## src/rtl/beam_irq_pkg.sv

```systemverilog
package beam_irq_pkg;

   typedef enum logic [2:0] {
      SEL_CTRL  = 3'd0,
      SEL_H_LO  = 3'd1,
      SEL_V_LO  = 3'd2,
      SEL_H_HI  = 3'd3,
      SEL_V_HI  = 3'd4
   } reg_sel_e;

   localparam int CTL_NMI_BIT = 7;
   localparam int CTL_VEN_BIT = 5;
   localparam int CTL_HEN_BIT = 4;

   typedef struct packed {
      logic nmi_en;
      logic v_en;
      logic h_en;
   } ctl_t;

endpackage

```

## src/rtl/beam_irq_regs.sv

```systemverilog
module beam_irq_regs
   import beam_irq_pkg::*;
#(
   parameter int DATA_W = 8,
   parameter int POS_W  = 9,
   parameter int ADDR_W = 3
) (
   input  logic                  clk,
   input  logic                  rst_n,
   input  logic                  wr_en,
   input  logic [ADDR_W-1:0]     wr_addr,
   input  logic [DATA_W-1:0]     wr_data,
   output ctl_t                  ctl,
   output logic [POS_W-1:0]      h_cmp,
   output logic [POS_W-1:0]      v_cmp,
   output logic                  ev_timers_off,
   output logic                  ev_vonly,
   output logic                  ev_nmi_arm
);

   localparam int HI_W   = POS_W - DATA_W;
   localparam int N_AXIS = 2;

   if (HI_W < 1 || HI_W > DATA_W) begin : g_bad_width
      $error("beam_irq_regs: POS_W must lie in DATA_W+1 .. 2*DATA_W");
   end
   if (ADDR_W < 3) begin : g_bad_addr
      $error("beam_irq_regs: ADDR_W must be at least 3");
   end

   logic ctl_wr;
   assign ctl_wr = wr_en && (wr_addr == ADDR_W'(SEL_CTRL));

   always_ff @(posedge clk or negedge rst_n) begin
      if (!rst_n) begin
         ctl <= '0;
      end else if (ctl_wr) begin
         ctl.nmi_en <= wr_data[CTL_NMI_BIT];
         ctl.v_en   <= wr_data[CTL_VEN_BIT];
         ctl.h_en   <= wr_data[CTL_HEN_BIT];
      end
   end

   logic [N_AXIS-1:0][POS_W-1:0] pos_w;

   // axis 0 = horizontal, axis 1 = vertical; low bytes at 1/2, high at 3/4
   for (genvar ax = 0; ax < N_AXIS; ax++) begin : g_axis
      localparam logic [ADDR_W-1:0] LO_SEL = ADDR_W'(1 + ax);
      localparam logic [ADDR_W-1:0] HI_SEL = ADDR_W'(3 + ax);
      logic [POS_W-1:0] pos_r;
      always_ff @(posedge clk or negedge rst_n) begin
         if (!rst_n) begin
            pos_r <= '0;
         end else if (wr_en) begin
            if (wr_addr == LO_SEL) pos_r[DATA_W-1:0]     <= wr_data;
            if (wr_addr == HI_SEL) pos_r[POS_W-1:DATA_W] <= wr_data[HI_W-1:0];
         end
      end
      assign pos_w[ax] = pos_r;
   end

   assign h_cmp = pos_w[0];
   assign v_cmp = pos_w[1];

   assign ev_timers_off = ctl_wr && !wr_data[CTL_VEN_BIT] && !wr_data[CTL_HEN_BIT];
   assign ev_vonly      = ctl_wr &&  wr_data[CTL_VEN_BIT] && !wr_data[CTL_HEN_BIT];
   assign ev_nmi_arm    = ctl_wr &&  wr_data[CTL_NMI_BIT] && !ctl.nmi_en;

   assert_ctl_bits_R2: assert property (@(posedge clk) disable iff (!rst_n)
      ctl_wr |=> (ctl.h_en == $past(wr_data[CTL_HEN_BIT])) &&
                 (ctl.v_en == $past(wr_data[CTL_VEN_BIT])) &&
                 (ctl.nmi_en == $past(wr_data[CTL_NMI_BIT])));

   assert_hi_masked_R3: assert property (@(posedge clk) disable iff (!rst_n)
      (wr_en && wr_addr == ADDR_W'(SEL_H_HI)) |=>
         (h_cmp[POS_W-1:DATA_W] == $past(wr_data[HI_W-1:0])) && $stable(h_cmp[DATA_W-1:0]));

endmodule

```

## src/rtl/beam_irq_match.sv

```systemverilog
module beam_irq_match #(
   parameter int POS_W    = 9,
   parameter int H_ORIGIN = 0
) (
   input  logic             clk,
   input  logic             rst_n,
   input  logic             tick,
   input  logic [POS_W-1:0] h_count,
   input  logic [POS_W-1:0] v_count,
   input  logic [POS_W-1:0] h_cmp,
   input  logic [POS_W-1:0] v_cmp,
   input  logic             h_en,
   input  logic             v_en,
   input  logic             ack,
   input  logic             clr,
   input  logic             retrig_req,
   output logic             irq
);

   localparam logic [POS_W-1:0] H_ZERO = POS_W'(H_ORIGIN);

   if (H_ORIGIN < 0 || H_ORIGIN >= (1 << POS_W)) begin : g_bad_origin
      $error("beam_irq_match: H_ORIGIN out of counter range");
   end

   logic h_eq, v_eq, h_at_origin, hit;
   logic irq_q, retrig_q;

   assign h_eq        = (h_count == h_cmp);
   assign v_eq        = (v_count == v_cmp);
   assign h_at_origin = (h_count == H_ZERO);

   always_comb begin
      unique case ({h_en, v_en})
         2'b10:   hit = h_eq;
         2'b01:   hit = v_eq && h_at_origin;
         2'b11:   hit = h_eq && v_eq;
         default: hit = 1'b0;
      endcase
      hit = hit && tick;
   end

   // priority: clear > retrigger drop > retrigger rise > match > ack
   always_ff @(posedge clk or negedge rst_n) begin
      if (!rst_n) begin
         irq_q    <= 1'b0;
         retrig_q <= 1'b0;
      end else if (clr) begin
         irq_q    <= 1'b0;
         retrig_q <= 1'b0;
      end else if (retrig_req && irq_q) begin
         irq_q    <= 1'b0;
         retrig_q <= 1'b1;
      end else if (retrig_q) begin
         irq_q    <= 1'b1;
         retrig_q <= 1'b0;
      end else if (hit) begin
         irq_q    <= 1'b1;
      end else if (ack) begin
         irq_q    <= 1'b0;
      end
   end

   assign irq = irq_q;

   assert_hmatch_R4: assert property (@(posedge clk) disable iff (!rst_n)
      (tick && h_en && !v_en && h_count == h_cmp && !clr && !retrig_req) |=> irq);

   assert_vmatch_R5: assert property (@(posedge clk) disable iff (!rst_n)
      (tick && v_en && !h_en && v_count == v_cmp && h_count == H_ZERO && !clr && !retrig_req)
         |=> irq);

   assert_sticky_R7: assert property (@(posedge clk) disable iff (!rst_n)
      (irq && !ack && !clr && !retrig_req) |=> irq);

   assert_off_clears_R8: assert property (@(posedge clk) disable iff (!rst_n)
      clr |=> !irq);

   assert_retrig_drop_R9: assert property (@(posedge clk) disable iff (!rst_n)
      (retrig_req && irq && !clr) |=> (!irq && retrig_q));

   assert_retrig_rise_R9: assert property (@(posedge clk) disable iff (!rst_n)
      (retrig_q && !clr) |=> irq);

   assert_no_tick_R13: assert property (@(posedge clk) disable iff (!rst_n)
      (!irq && !tick && !retrig_q) |=> !irq);

endmodule

```

## src/rtl/beam_irq_nmi.sv

```systemverilog
module beam_irq_nmi (
   input  logic clk,
   input  logic rst_n,
   input  logic in_vblank,
   input  logic nmi_flag,
   input  logic nmi_en,
   input  logic arm_req,
   output logic nmi
);

   logic vb_q, nmi_q;
   logic vbl_start, late_arm;

   assign vbl_start = in_vblank && !vb_q && nmi_en;
   assign late_arm  = arm_req && in_vblank && nmi_flag;

   always_ff @(posedge clk or negedge rst_n) begin
      if (!rst_n) begin
         vb_q  <= 1'b0;
         nmi_q <= 1'b0;
      end else begin
         vb_q  <= in_vblank;
         nmi_q <= vbl_start || late_arm;
      end
   end

   assign nmi = nmi_q;

   assert_vbl_pulse_R11: assert property (@(posedge clk) disable iff (!rst_n)
      ($rose(in_vblank) && nmi_en) |=> nmi);

   assert_late_arm_R12: assert property (@(posedge clk) disable iff (!rst_n)
      (arm_req && in_vblank && nmi_flag) |=> nmi);

   assert_quiet_R12: assert property (@(posedge clk) disable iff (!rst_n)
      (!in_vblank) |=> !nmi);

endmodule

```

## src/rtl/beam_irq_ctrl.sv

```systemverilog
module beam_irq_ctrl
   import beam_irq_pkg::*;
#(
   parameter int DATA_W   = 8,
   parameter int POS_W    = 9,
   parameter int ADDR_W   = 3,
   parameter int H_ORIGIN = 0
) (
   input  logic              clk,
   input  logic              rst_n,
   input  logic              wr_en,
   input  logic [ADDR_W-1:0] wr_addr,
   input  logic [DATA_W-1:0] wr_data,
   input  logic              beam_tick,
   input  logic [POS_W-1:0]  h_count,
   input  logic [POS_W-1:0]  v_count,
   input  logic              in_vblank,
   input  logic              nmi_flag,
   input  logic              irq_ack,
   output logic              irq,
   output logic              nmi
);

   if (DATA_W <= CTL_NMI_BIT) begin : g_bad_data
      $error("beam_irq_ctrl: DATA_W too narrow for the control bits");
   end

   ctl_t             ctl;
   logic [POS_W-1:0] h_cmp, v_cmp;
   logic             ev_timers_off, ev_vonly, ev_nmi_arm;

   beam_irq_regs #(
      .DATA_W (DATA_W),
      .POS_W  (POS_W),
      .ADDR_W (ADDR_W)
   ) regs_i (
      .clk           (clk),
      .rst_n         (rst_n),
      .wr_en         (wr_en),
      .wr_addr       (wr_addr),
      .wr_data       (wr_data),
      .ctl           (ctl),
      .h_cmp         (h_cmp),
      .v_cmp         (v_cmp),
      .ev_timers_off (ev_timers_off),
      .ev_vonly      (ev_vonly),
      .ev_nmi_arm    (ev_nmi_arm)
   );

   beam_irq_match #(
      .POS_W    (POS_W),
      .H_ORIGIN (H_ORIGIN)
   ) match_i (
      .clk        (clk),
      .rst_n      (rst_n),
      .tick       (beam_tick),
      .h_count    (h_count),
      .v_count    (v_count),
      .h_cmp      (h_cmp),
      .v_cmp      (v_cmp),
      .h_en       (ctl.h_en),
      .v_en       (ctl.v_en),
      .ack        (irq_ack),
      .clr        (ev_timers_off),
      .retrig_req (ev_vonly),
      .irq        (irq)
   );

   beam_irq_nmi nmi_i (
      .clk       (clk),
      .rst_n     (rst_n),
      .in_vblank (in_vblank),
      .nmi_flag  (nmi_flag),
      .nmi_en    (ctl.nmi_en),
      .arm_req   (ev_nmi_arm),
      .nmi       (nmi)
   );

   assert_reset_R1: assert property (@(posedge clk)
      !rst_n |=> (!irq && !nmi));

endmodule

```

## config.mk

```make
export PLATFORM = sky130hd
export DESIGN_NAME = beam_irq_ctrl
export DESIGN_NICKNAME = d
export VERILOG_FILES = /design/src/rtl/beam_irq_pkg.sv /design/src/rtl/beam_irq_regs.sv /design/src/rtl/beam_irq_match.sv /design/src/rtl/beam_irq_nmi.sv /design/src/rtl/beam_irq_ctrl.sv
export SDC_FILE = /design/constraint.sdc
export NUM_CORES = 1
export LEC_CHECK = 0
export BUFFER_PORTS_ARGS = -buffer_cell sky130_fd_sc_hd__buf_4
export CELL_PAD_IN_SITES_DETAIL_PLACEMENT = 0
export CELL_PAD_IN_SITES_GLOBAL_PLACEMENT = 1
export CORE_MARGIN = 4
export CORE_UTILIZATION = 41
export CTS_BUF_LIST = sky130_fd_sc_hd__clkbuf_8
export DETAILED_ROUTE_END_ITERATION = 12
export GPL_TIMING_DRIVEN = 1
export PLACE_DENSITY_LB_ADDON = 0.12
export SYNTH_ARGS = -nofsm -noshare
export SYNTH_HDL_FRONTEND = slang
export SYNTH_HIERARCHICAL = 1
export SYNTH_SLANG_ARGS = --single-unit
```

## constraint.sdc

```tcl
create_clock -name clk -period 1.65 [get_ports clk]
set_input_delay 0.165 -clock clk [delete_from_list [all_inputs] [get_ports clk]]
set_output_delay 0.165 -clock clk [all_outputs]
set_load 0.01 [all_outputs]
```

# Word level (Yosys, flattened, before mapping)
# Cells that the tools add are included.
[op_classes] muxes=8 n_eq_ne=9 n_reduce_logical=27
[ops] operator="$eq A9 B9 Y1" n=2
[ops] operator="$logic_and A1 B1 Y1" n=15
[ops] operator="$logic_not A9 Y1" n=1
[ops] operator="$reduce_and A2 Y1" n=4
[ops] operator="$mux W1" n=7
[ops] operator="$eq A3 B2 Y1 const B" n=2
[ops] operator="$reduce_bool A5 Y1" n=1
[ops] operator="$eq A2 B2 Y1 const B" n=2
[ops] operator="$logic_not A1 Y1" n=4
[ops] operator="$eq A3 B1 Y1 const B" n=1
[ops] operator="$eq A3 B3 Y1 const B" n=1
[ops] operator="$logic_not A3 Y1" n=1
[ops] operator="$pmux W1 S3" n=1
[ops] operator="$eq A2 B1 Y1 const B" n=1
[ops] operator="$logic_or A1 B1 Y1" n=1
[word_totals] inputBits=36 reg_bits=25 word_cells=55 out_inout_bits=2

# Depth between registers and ports, before layout
# Gate-level depths: netlist (run 1).
[logic_depth] depth_word=8 ltp_mapped=6 mapped_depth_nobuf=5

# By module
# The synthesis (run 1) kept the hierarchy.
[modules_own_cells] mod="beam_irq_regs" n_inst=1 area_each_um2=862.1 cells_each=53 seq_area_each_um2=525.5
[modules_own_cells] mod="beam_irq_match" n_inst=1 area_each_um2=331.6 cells_each=38 seq_area_each_um2=50.0
[modules_own_cells] mod="beam_irq_nmi" n_inst=1 area_each_um2=71.3 cells_each=5 seq_area_each_um2=50.0

# Worst setup path before layout (run 1)
# OpenSTA, ideal clock, no wires.
[synth_path] kind="input port to flip-flop" startpoint="in wr_addr[0]" endpoint="reg match_i.irq_q, in the netlist match_i/irq" arrival_ns=1.404 path_stages=6 path_buffers=1 required_ns=1.516 setup_time_ns=0.134 path_slack_ns=0.112 cell_sequence="or4b_1 -> buf_2 -> nor3b_1 -> a2111oi_0 -> nand4_1 -> a32oi_1"
[synth_between] elab_chain_len=7 elab_cells_between_ends=10
[synth_lines] element="start, declared" line_no="beam_irq_ctrl.sv:12" rtl="input logic [ADDR_W-1:0] wr_addr,"
[synth_lines] element="$logic_not A3 Y1 *" line_no="beam_irq_regs.sv:32" rtl="assign ctl_wr = wr_en && (wr_addr == ADDR_W'(SEL_CTRL));"
[synth_lines] element="$logic_and A1 B1 Y1 *" line_no="beam_irq_regs.sv:32"
[synth_lines] element="$logic_and A1 B1 Y1 * (2 in a row)" line_no="beam_irq_regs.sv:66" rtl="assign ev_vonly = ctl_wr && wr_data[CTL_VEN_BIT] && !wr_data[CTL_HEN_BIT];"
[synth_lines] element="named net ev_vonly" line_no="beam_irq_ctrl.sv:30" rtl="logic ev_timers_off, ev_vonly, ev_nmi_arm;"
[synth_lines] element="$logic_and A1 B1 Y1 *" line_no="beam_irq_match.sv:51" rtl="end else if (retrig_req && irq_q) begin"
[synth_lines] element="$mux W1" line_no="beam_irq_match.sv:51"
[synth_lines] element="$mux W1" line_no="beam_irq_match.sv:48" rtl="end else if (clr) begin"
[synth_lines] element="end signal, assigned" line_no="beam_irq_match.sv:49" rtl="irq_q <= 1'b0;"
[synth_lines] element="end signal, assigned" line_no="beam_irq_match.sv:52" rtl="irq_q <= 1'b0;"
[synth_lines] element="end signal, assigned" line_no="beam_irq_match.sv:55" rtl="irq_q <= 1'b1;"
[synth_lines] element="end, declared" line_no="beam_irq_match.sv:27" rtl="logic irq_q, retrig_q;"
# Mark *: on every way through the listed nets, which the timed path passes. The rest lies on a longest branch.
# A chain may end at the register's enable or synchronous reset.

# Final worst setup path (run 1)
# Same ends and word-level chain as after synthesis.

==> run summary, run 1 <==
cell depth of the worst setup path: 6
synth top area cells: dfrtp_1 49%, mux2_2 16%, xor2_1 12%, mux2_4 3.6%, and4bb_2 2.0%
Crit path largest cell delay: 0.60 ns
#FFs+latches synth: 25
antenna violations before repair: 0
Synth top area share: 0.495
hold path depth: 1
clk sinks: 25
Yosys warnings: 6
Slew Limit Headroom: 0.706
Setup Buffers After CTS: 0
HP Class: in -> reg
first-pass GRT wire length: 4550 microns
crit path launch type: primary input
vias: 900
Final ANT Viol Nets: 0
worst endpoint data arrival time: 1.61 ns
post_cts resized: 0
Reg power frac: 0.527
worst hold slack: 0.00686 ns
Fillers: 258
sw frac: 0.268
Period minus WS final: 1.46 ns
flop-to-flop setup slack: 0.24 ns
Die H: 63.5 microns
Non-Filler Instances: 170
status: completed
Setup CP Type: in -> reg
Slowest-stage cell, CP: or4b_1
Power Internal: 1.13 mW
clk_lat worst skew: 0.27 ns
site row count: 19
ys async rst share: 1.00
Die W: 63.5 microns
fin nets: 176
ANT cells: 0
clock share of power: 0.240
Tcrit/Tclk final: 0.884
Worst EP required: 1.80 ns
Seq/Total Area, Yosys: 0.495
number of enable flip-flop cells after synthesis: 0
CTS tree: done
worst r2r path cells: 4
Sw Pwr: 0.413 mW
pwr dens: 930 nW/um^2
Worst Path Max Fanout: 4
Routed Wire Length: 2770 microns
Port Buffers: 37
RD Place Congestion: 0.778
Synth Cell Area: 1260 sq um
Tot Pwr: 1.54 mW
CP endpoint kind: flip-flop
Post-Syn Area per Cell: 13.2 sq um
DR vias/cell: 5.29
cell leakage power: 0.752 nW
post-synth cell types: 26
area leader, netlist: dfrtp_1
pin count of the biggest net entering global routing: 26
Mapped Nets: 132
Max VDD drop: 0.681 mV
CP top delay family: simple AND/OR/NAND/NOR gates
Mapped Cells: 96
crit path cell chain: buf_4 -> or4b_1 -> nor3b_1 -> a2111oi_0 -> nand4_1 -> a32oi_1
Achievable Freq: 686 MHz
max cap viols: 0
DRT iter0 DRCs: 14
Avg WL per Cell: 16.3 microns
Max Slew Vio Count: 0
initial core utilization: 0.443
gr ovfl total: 0
Final setup viols: 0
Core ar.: 2850 sq um
first drt pass iteration count: 4
vias in the first global route: 960
CTS buffer count: 3
clock skew: 0.00256 ns
Comb pwr share: 0.233
Buf/Inv on CP: 1
Placed Instances: 165
clock tree buffer depth: 2
Least-Margin Pin Slew: 0.429 ns
worst slack, placed: -0.0985 ns
worst setup margin: 0.191 ns
Top FF cell, synth: dfrtp_1
area grow syn2layout: 30.9%
CTS root buf: clkbuf_8
Post-route DRC: 0
Worst-path clk slew: 0.08 ns
IO Pins: 38
layout cells sized above 1: 0.511
H-tree depth: 1
DP HPWL: 2180 microns
Total GRT Usage: 0.149
die area: 4040 sq um
RSZ-0062 raised after global routing: no
final hold vios: 0
==> synthesized netlist by cell type (2+ instances only) <==
| cell | number |
|---|---|
| dfrtp_1 | 25 |
| mux2_2 | 18 |
| xor2_1 | 17 |
| buf_2 | 3 |
| mux2_4 | 3 |
| nor3_1 | 3 |
| nor4_1 | 3 |
| and4bb_2 | 2 |
| nand2_1 | 2 |
| nand2b_1 | 2 |
| nand4_1 | 2 |
| nor3b_1 | 2 |
==> final timing paths <==
path	from	end
setup / recovery	wr_addr[0]	match_i/irq
hold / removal	in_vblank	nmi_i/vb_q
setup reg to reg	regs_i/h_cmp[2]	match_i/irq
hold reg to reg	nmi_i/vb_q	nmi_i/nmi
max in group asynchronous	rst_n	regs_i/ctl[0]
min in group asynchronous	rst_n	nmi_i/vb_q
==> sequential cells by signal (all words and copies together), names as in the netlist <==
signal,flops
match_i/retrig_q,1
nmi_i/vb_q,1
match_i/irq,1
regs_i/v_cmp,9
regs_i/ctl,3
nmi_i/nmi,1
regs_i/h_cmp,9
==> power groups by stage <==
| stage | Clock (mW) | Sequential (mW) | Combinational [mW] |
|---|---|---|---|
| final | 0.370 | 0.811 | 0.359 |
| after global routing | 0.418 | 0.827 | 0.390 |
| after CTS | 0.385 | 0.812 | 0.364 |
| after detailed placement | 0 | 0.824 | 0.359 |
| after global placement | 0 | 0.819 | 0.349 |
| after floorplan | 0 | 0.802 | 0.220 |
==> timing repair <==
action / 4_1_cts / 5_1_grt
endpoints found under the hold margin: 25 / 0
hold buffers: 1 / 0
endpoints found under the setup margin: 0 / 0
==> cells in the final DEF, fill, tap and decap left out <==
| master | count |
|---|---|
| mux2_4 | 3 |
| a21boi_2 | 1 |
| or4b_1 | 1 |
| nand3_1 | 1 |
| nand2b_1 | 2 |
| dlygate4sd3_1 | 1 |
| mux2_2 | 18 |
| nor4_1 | 3 |
| nand4_1 | 2 |
| nand4b_1 | 1 |
| a221o_1 | 1 |
| buf_4 | 41 |
| clkbuf_8 | 3 |
| a21oi_1 | 1 |
| nor2_1 | 1 |
| dfrtp_1 | 25 |
| nor4_2 | 1 |
| nand2_1 | 2 |
| nor3_1 | 3 |
| nor4bb_1 | 1 |
| xnor2_1 | 1 |
| a2111oi_0 | 1 |
| inv_1 | 1 |
| xor2_1 | 17 |
| nor3b_1 | 2 |
| a32oi_1 | 1 |
| nor4b_2 | 1 |
| clkinvlp_4 | 1 |
| and4bb_2 | 2 |
==> logic make-up (layout without fill, tap and decap cells) <==
| family | count (synthesis) | after routing | share of synthesized area |
|---|---|---|---|
| muxes | 21 | 21 | 0.196 |
| AOI/OAI and AO/OA | 5 | 5 | 0.0346 |
| and+or+nand+nor | 23 | 23 | 0.135 |
| xor gates and xnor gates | 18 | 18 | 0.125 |
| DFF | 25 | 25 | 0.495 |
| buffers and inverters | 4 | 47 | 0.0148 |
==> through the flow <==
stage                     setup TNS (ns)  area (sq um)  utilization
after floorplan                        0          1260            -
after global placement           -0.0108          1600        0.560
after detailed placement         -0.0985          1600        0.560
after CTS                              0          1660        0.580
after global routing                   0          1660        0.580
final                                  0          1660        0.580
==> cell type report <==
cell class / count / area (sq um) / area share
clock buffer: 3 / 41.3 / 0.0249
clock inverter: 1 / 7.51 / 0.00454
inverter: 1 / 3.75 / 0.00227
multi-input combinational: 67 / 621 / 0.375
sequential: 25 / 626 / 0.378
tap: 31 / 38.8 / 0.0234
timing repair buffer: 42 / 318 / 0.192
==> metal layers <==
metal / vias up / share of wire / track usage / wire, microns
li1: 432 / - / - / -
met1: 434 / 0.43 / 0.178 / 1200
met2: 29 / 0.49 / 0.243 / 1350
met3: 5 / 0.063 / 0.0497 / 175
met4: 0 / 0.017 / 0.0647 / 47
met5: - / 0 / 0 / 0
Note: power is estimated with default switching activity, not from simulation.
==> inputs of run 2 (changes only) <==
--- a/config.mk
+++ b/config.mk
@@ -14,6 +14,7 @@
 export DETAILED_ROUTE_END_ITERATION = 12
 export GPL_TIMING_DRIVEN = 1
 export PLACE_DENSITY_LB_ADDON = 0.12
+export REMOVE_ABC_BUFFERS = 1
 export SYNTH_ARGS = -nofsm -noshare
 export SYNTH_HDL_FRONTEND = slang
 export SYNTH_HIERARCHICAL = 1
==> run summary, run 2 (same netlist as run 1, synthesis figures left out) <==
final hold vios: 0 (unchanged)
Core ar.: 2850 sq um (unchanged)
Post-route DRC: 0 (unchanged)
status: completed
Reg power frac: 0.533 (+0.006)
Sw Pwr: 0.392 mW (-5.1%)
clock tree buffer depth: 2 (unchanged)
Power Internal: 1.12 mW (-0.24%)
CTS root buf: clkbuf_8
met3 wire len: 95 microns (-46%)
CTS buffer count: 3 (unchanged)
CP top delay family: simple AND/OR/NAND/NOR gates
Slowest-stage cell, CP: or4b_1
Achievable Freq: 712 MHz (+3.8%)
Max Used Layer: met4
gr ovfl total: 0 (unchanged)
vias: 876 (-2.7%)
Worst-path clk slew: 0.08 ns (about the same)
Final setup viols: 0 (unchanged)
Tot Pwr: 1.52 mW (-1.5%)
Max VDD drop: 0.473 mV (-30%)
Period minus WS final: 1.40 ns (-0.0540 ns)
Setup CP Type: in -> reg
Least-Margin Pin Slew: 0.349 ns (-0.0801 ns)
HP Class: in -> reg
Placed Instances: 163 (-1.2%)
sw frac: 0.259 (-0.00964)
worst slack, placed: -0.0329 ns (+0.0656 ns)
most common cell after layout, fill and taps aside: buf_4
ANT cells: 0 (unchanged)
clk_lat worst skew: 0.27 ns (about the same)
first drt pass iteration count: 4 (unchanged)
fin nets: 174 (-1.1%)
clock skew: 0.00491 ns (+0.00235 ns)
area grow syn2layout: 29.7%
H-tree depth: 1 (unchanged)
Routed Wire Length: 2650 microns (-4.3%)
Port Buffers: 37 (unchanged)
Die H: 63.5 microns (unchanged)
Total GRT Usage: 0.145 (-0.00395)
Final ANT Viol Nets: 0 (unchanged)
Buf/Inv on CP: 1 (unchanged)
crit path cell chain: buf_4 -> or4b_1 -> nor3b_1 -> a2111oi_0 -> nand4_1 -> a32oi_1
post-layout util: 0.575 (-0.00526)
max cap viols: 0 (unchanged)
initial core utilization: 0.443 (unchanged)
clk sinks: 25 (unchanged)
cell leakage power: 0.743 nW (-1.2%)
Die W: 63.5 microns (unchanged)
DRT iter0 DRCs: 35 (+21)
Avg WL per Cell: 15.8 microns (-3.2%)
Worst Path Max Fanout: 5 (+1)
most frequent cells in the layout: 39 x buf_4, 25 x dfrtp_1, 18 x mux2_2
Slew Limit Headroom: 0.761 (+0.0548)
Tcrit/Tclk final: 0.851 (-0.0328)
Non-Filler Instances: 168 (-1.2%)
clock share of power: 0.237 (-0.003)
worst endpoint data arrival time: 1.54 ns (-0.07 ns)
CP endpoint kind: flip-flop
RSZ-0062 raised after global routing: no
pin count of the biggest net entering global routing: 26 (unchanged)
site row count: 19 (unchanged)
CTS tree: done
setup TNS: 0 ns (unchanged)
DR vias/cell: 5.21 (-1.5%)
DP HPWL: 2190 microns (+0.52%)
DRT met1 WL: 1110 microns (-7.0%)
antenna violations before repair: 0 (unchanged)
first-pass GRT wire length: 4510 microns (-0.92%)
met2 WL post-DR: 1420 microns (+5.6%)
worst setup margin: 0.246 ns (+0.0540 ns)
crit path launch type: primary input
Max Slew Vio Count: 0 (unchanged)
layout cells sized above 1: 0.504 (-0.00714)
vias in the first global route: 933 (-2.8%)
Fillers: 255 (-1.2%)
die area: 4040 sq um (unchanged)
IO Pins: 38 (unchanged)
Crit path largest cell delay: 0.56 ns (-0.04 ns)
Worst EP required: 1.79 ns (about the same)
RD Place Congestion: 0.777 (-0.12%)
Comb pwr share: 0.230 (-0.003)
pwr dens: 924 nW/um^2 (-0.63%)
## run 2: path summary, 6_finish.rpt
check | from | endpoint | slack (ns) | depth (start not counted)
min in group asynchronous | rst_n | regs_i/v_cmp[7] | 0.33 | 2
max in group asynchronous | rst_n | regs_i/h_cmp[5] | 1.09 | 2
min | in_vblank | nmi_i/vb_q | 0.01 | 1
max | wr_addr[0] | match_i/irq | 0.25 | 6
min reg2reg | nmi_i/vb_q | nmi_i/nmi | 0.52 | 2
max reg2reg | regs_i/v_cmp[8] | match_i/irq | 0.31 | 4
## run 2: power groups by stage
| stage | Combinational [mW] | Clock (mW) | Sequential [mW] |
|---|---|---|---|
| 2_1_floorplan | 0.218 | 0 | 0.802 |
| 3_3_place_gp | 0.341 | 0 | 0.818 |
| 5_1_grt | 0.388 | 0.405 | 0.829 |
| 6_report | 0.348 | 0.359 | 0.809 |
| 4_1_cts | 0.356 | 0.379 | 0.811 |
| 3_5_place_dp | 0.352 | 0 | 0.824 |
## run 2: per-layer routing
metal  up-vias  GRT usage
met5         -          0
met4         0     0.0404
met3         2     0.0337
met2        19      0.244
met1       423      0.185
li1        432          -
## run 2: layout make-up
class / count / area [sq um] / area share
Clock buffer: 3 / 41.3 / 0.0252
Sequential cell: 25 / 626 / 0.381
Tap cell: 31 / 38.8 / 0.0236
Inverter: 1 / 3.75 / 0.00229
Timing Repair Buffer: 40 / 303 / 0.185
Clock inverter: 1 / 7.51 / 0.00458
Multi-Input combinational cell: 67 / 621 / 0.378
## run 2: what timing repair did
item | 4_1_cts | 5_1_grt
hold buffers | 1 | 0
gates resized for setup | 0 | 0
setup buffers | 0 | 0
hold endpoints to repair | 25 | 0
## run 2: metrics by stage
| step | hold slack [ns] | cell area [sq um] |
|---|---|---|
| 6_report | 0.0119 | 1640 |
| 2_1_floorplan | -0.131 | 1250 |
| 3_3_place_gp | 0.0840 | 1580 |
| 4_1_cts | 0.00410 | 1640 |
| 3_5_place_dp | 0.0844 | 1580 |
| 5_1_grt | 0.00279 | 1640 |
==> inputs of run 3 (changes only) <==
==> constraint.sdc (replaced) <==
create_clock -name clk -period 1.6 [get_ports clk]
set_input_delay 0.16 -clock clk [delete_from_list [all_inputs] [get_ports clk]]
set_output_delay 0.16 -clock clk [all_outputs]
set_load 0.01 [all_outputs]
==> run summary, run 3 (same netlist as run 1, synthesis figures left out) <==
most frequent cells in the layout: 41 x buf_4, 25 x dfrtp_1, 18 x mux2_2
hold path depth: 2 (+1)
Hold Crit Endpoint: regs_i/v_cmp[6]
Max VDD drop: 0.688 mV (+45%)
Core ar.: 2850 sq um (unchanged)
vias: 906 (+3.4%)
min-delay src: wr_data[6]
Max Slew Vio Count: 0 (unchanged)
status: completed
clk sinks: 25 (unchanged)
Final setup viols: 0 (unchanged)
post_cts resized: 0 (unchanged)
Power Internal: 1.17 mW (+4.1%)
CTS root buf: clkbuf_8
fin nets: 177 (+1.7%)
Total GRT Usage: 0.144 (-0.00123)
Die H: 63.5 microns (unchanged)
Hold-fix buffers, CTS: 2 (+1)
CTS buffer count: 3 (unchanged)
clock skew: 0.00805 ns (+0.00314 ns)
Period minus WS final: 1.41 ns
crit path launch type: primary input
clk_lat worst skew: 0.28 ns (about the same)
clock tree buffer depth: 2 (unchanged)
H-tree depth: 1 (unchanged)
first drt pass iteration count: 4 (unchanged)
post-layout util: 0.584 (+0.00921)
Port Buffers: 37 (unchanged)
RSZ-0062 raised after global routing: no
first-pass GRT wire length: 4450 microns (-1.4%)
Reg power frac: 0.522 (-0.011)
setup TNS: 0 ns (unchanged)
HP Class: in -> reg
worst r2r path cells: 4 (unchanged)
flop-to-flop setup slack: 0.23 ns (-0.08 ns)
max cap viols: 0 (unchanged)
Tcrit/Tclk final: 0.880
DR vias/cell: 5.30 (+1.6%)
Setup CP Type: in -> reg
Achievable Freq: 710 MHz
Post-route DRC: 0 (unchanged)
Final ANT Viol Nets: 0 (unchanged)
most common cell after layout, fill and taps aside: buf_4
site row count: 19 (unchanged)
sw frac: 0.267 (+0.00882)
Setup Buffers After CTS: 0 (unchanged)
Slew Limit Headroom: 0.747 (-0.0136)
Routed Wire Length: 2770 microns (+4.8%)
final hold vios: 0 (unchanged)
initial core utilization: 0.443 (unchanged)
DP HPWL: 2240 microns (+1.8%)
pin count of the biggest net entering global routing: 26 (unchanged)
gr ovfl total: 0 (unchanged)
Sw Pwr: 0.427 mW (+8.9%)
vias in the first global route: 943 (+1.1%)
Worst-path clk slew: 0.10 ns (+0.02 ns)
pwr dens: 958 nW/um^2 (+3.7%)
IO Pins: 38 (unchanged)
die area: 4040 sq um (unchanged)
Die W: 63.5 microns (unchanged)
Fillers: 258 (+1.2%)
cell leakage power: 0.761 nW (+2.4%)
CP endpoint kind: flip-flop
reg2reg start: regs_i/h_cmp[2]
Least-Margin Pin Slew: 0.369 ns (+0.0199 ns)
clock share of power: 0.248 (+0.011)
Worst EP required: 1.74 ns (-0.05 ns)
worst endpoint data arrival time: 1.55 ns (about the same)
Avg WL per Cell: 16.2 microns (+3.0%)
RD Place Congestion: 0.780 (+0.35%)
antenna violations before repair: 0 (unchanged)
CTS tree: done
layout cells sized above 1: 0.507 (+0.00349)
Worst Path Max Fanout: 3 (-2)
worst hold slack: 0.119 ns (+0.107 ns)
Comb pwr share: 0.230 (about the same)
DRT iter0 DRCs: 13 (-63%)
RR Endpoint: match_i/irq
area grow syn2layout: 31.8%
ANT cells: 0 (unchanged)
[run 3: changes by cell type in the layout (fill, tap and decap cells not counted)]
cell	change
inv_6	+1
dlygate4sd3_1	+1
clkinvlp_4	-1
buf_4	+2
[run 3: worst max path at each step]
stage | start | endpoint | slack [ns] | depth (start not counted)
floorplan | wr_en | regs_i/h_cmp[0] | 0.004 | 2
global placement | wr_addr[0] | match_i/irq | 0.006 | 6
detailed placement | wr_addr[0] | match_i/irq | -0.07 | 6
CTS | wr_addr[0] | match_i/irq | 0.22 | 6
global route | regs_i/h_cmp[2] | match_i/irq | 0.11 | 4
finish | wr_addr[0] | match_i/irq | 0.19 | 6
[run 3: power by group through the flow]
stage / combinational, mW / clock (mW) / sequential [mW]
2_1_floorplan: 0.225 / 0 / 0.827
3_3_place_gp: 0.355 / 0 / 0.843
3_5_place_dp: 0.367 / 0 / 0.849
4_1_cts: 0.374 / 0.408 / 0.835
5_1_grt: 0.402 / 0.434 / 0.852
6_report: 0.368 / 0.396 / 0.834
[run 3: layout make-up]
| class | instances | area, sq um | area share |
|---|---|---|---|
| clock buffers | 3 | 41.3 | 0.0248 |
| clock inverters | 1 | 8.76 | 0.00526 |
| inverters | 1 | 3.75 | 0.00225 |
| multi-input cells | 67 | 621 | 0.372 |
| flip-flops and latches | 25 | 626 | 0.375 |
| well taps | 31 | 38.8 | 0.0233 |
| repair buffers | 43 | 328 | 0.197 |
[run 3: per-layer routing]
layer,GRT usage,wire [microns],up-vias
met3,0.0355,99,5
met2,0.246,1450,20
met5,0,0,-
li1,-,-,435
met1,0.168,1170,446
met4,0.0647,46,0
[run 3: worst max-delay path, stage by stage]
cell and delay [ns]:
buf_4 0.11, or4b_1 0.58, nor3b_1 0.35, a2111oi_0 0.17, nand4_1 0.12, a32oi_1 0.07
[run 3: through the flow]
stage	std cells	setup WS (ns)	area, sq um	power, mW
after floorplan	93	0.00352	1250	1.05
after global placement	165	0.00614	1600	1.20
after detailed placement	165	-0.0709	1600	1.22
after CTS	171	0.223	1670	1.62
after global routing	171	0.108	1670	1.69
final	171	0.192	1670	1.60
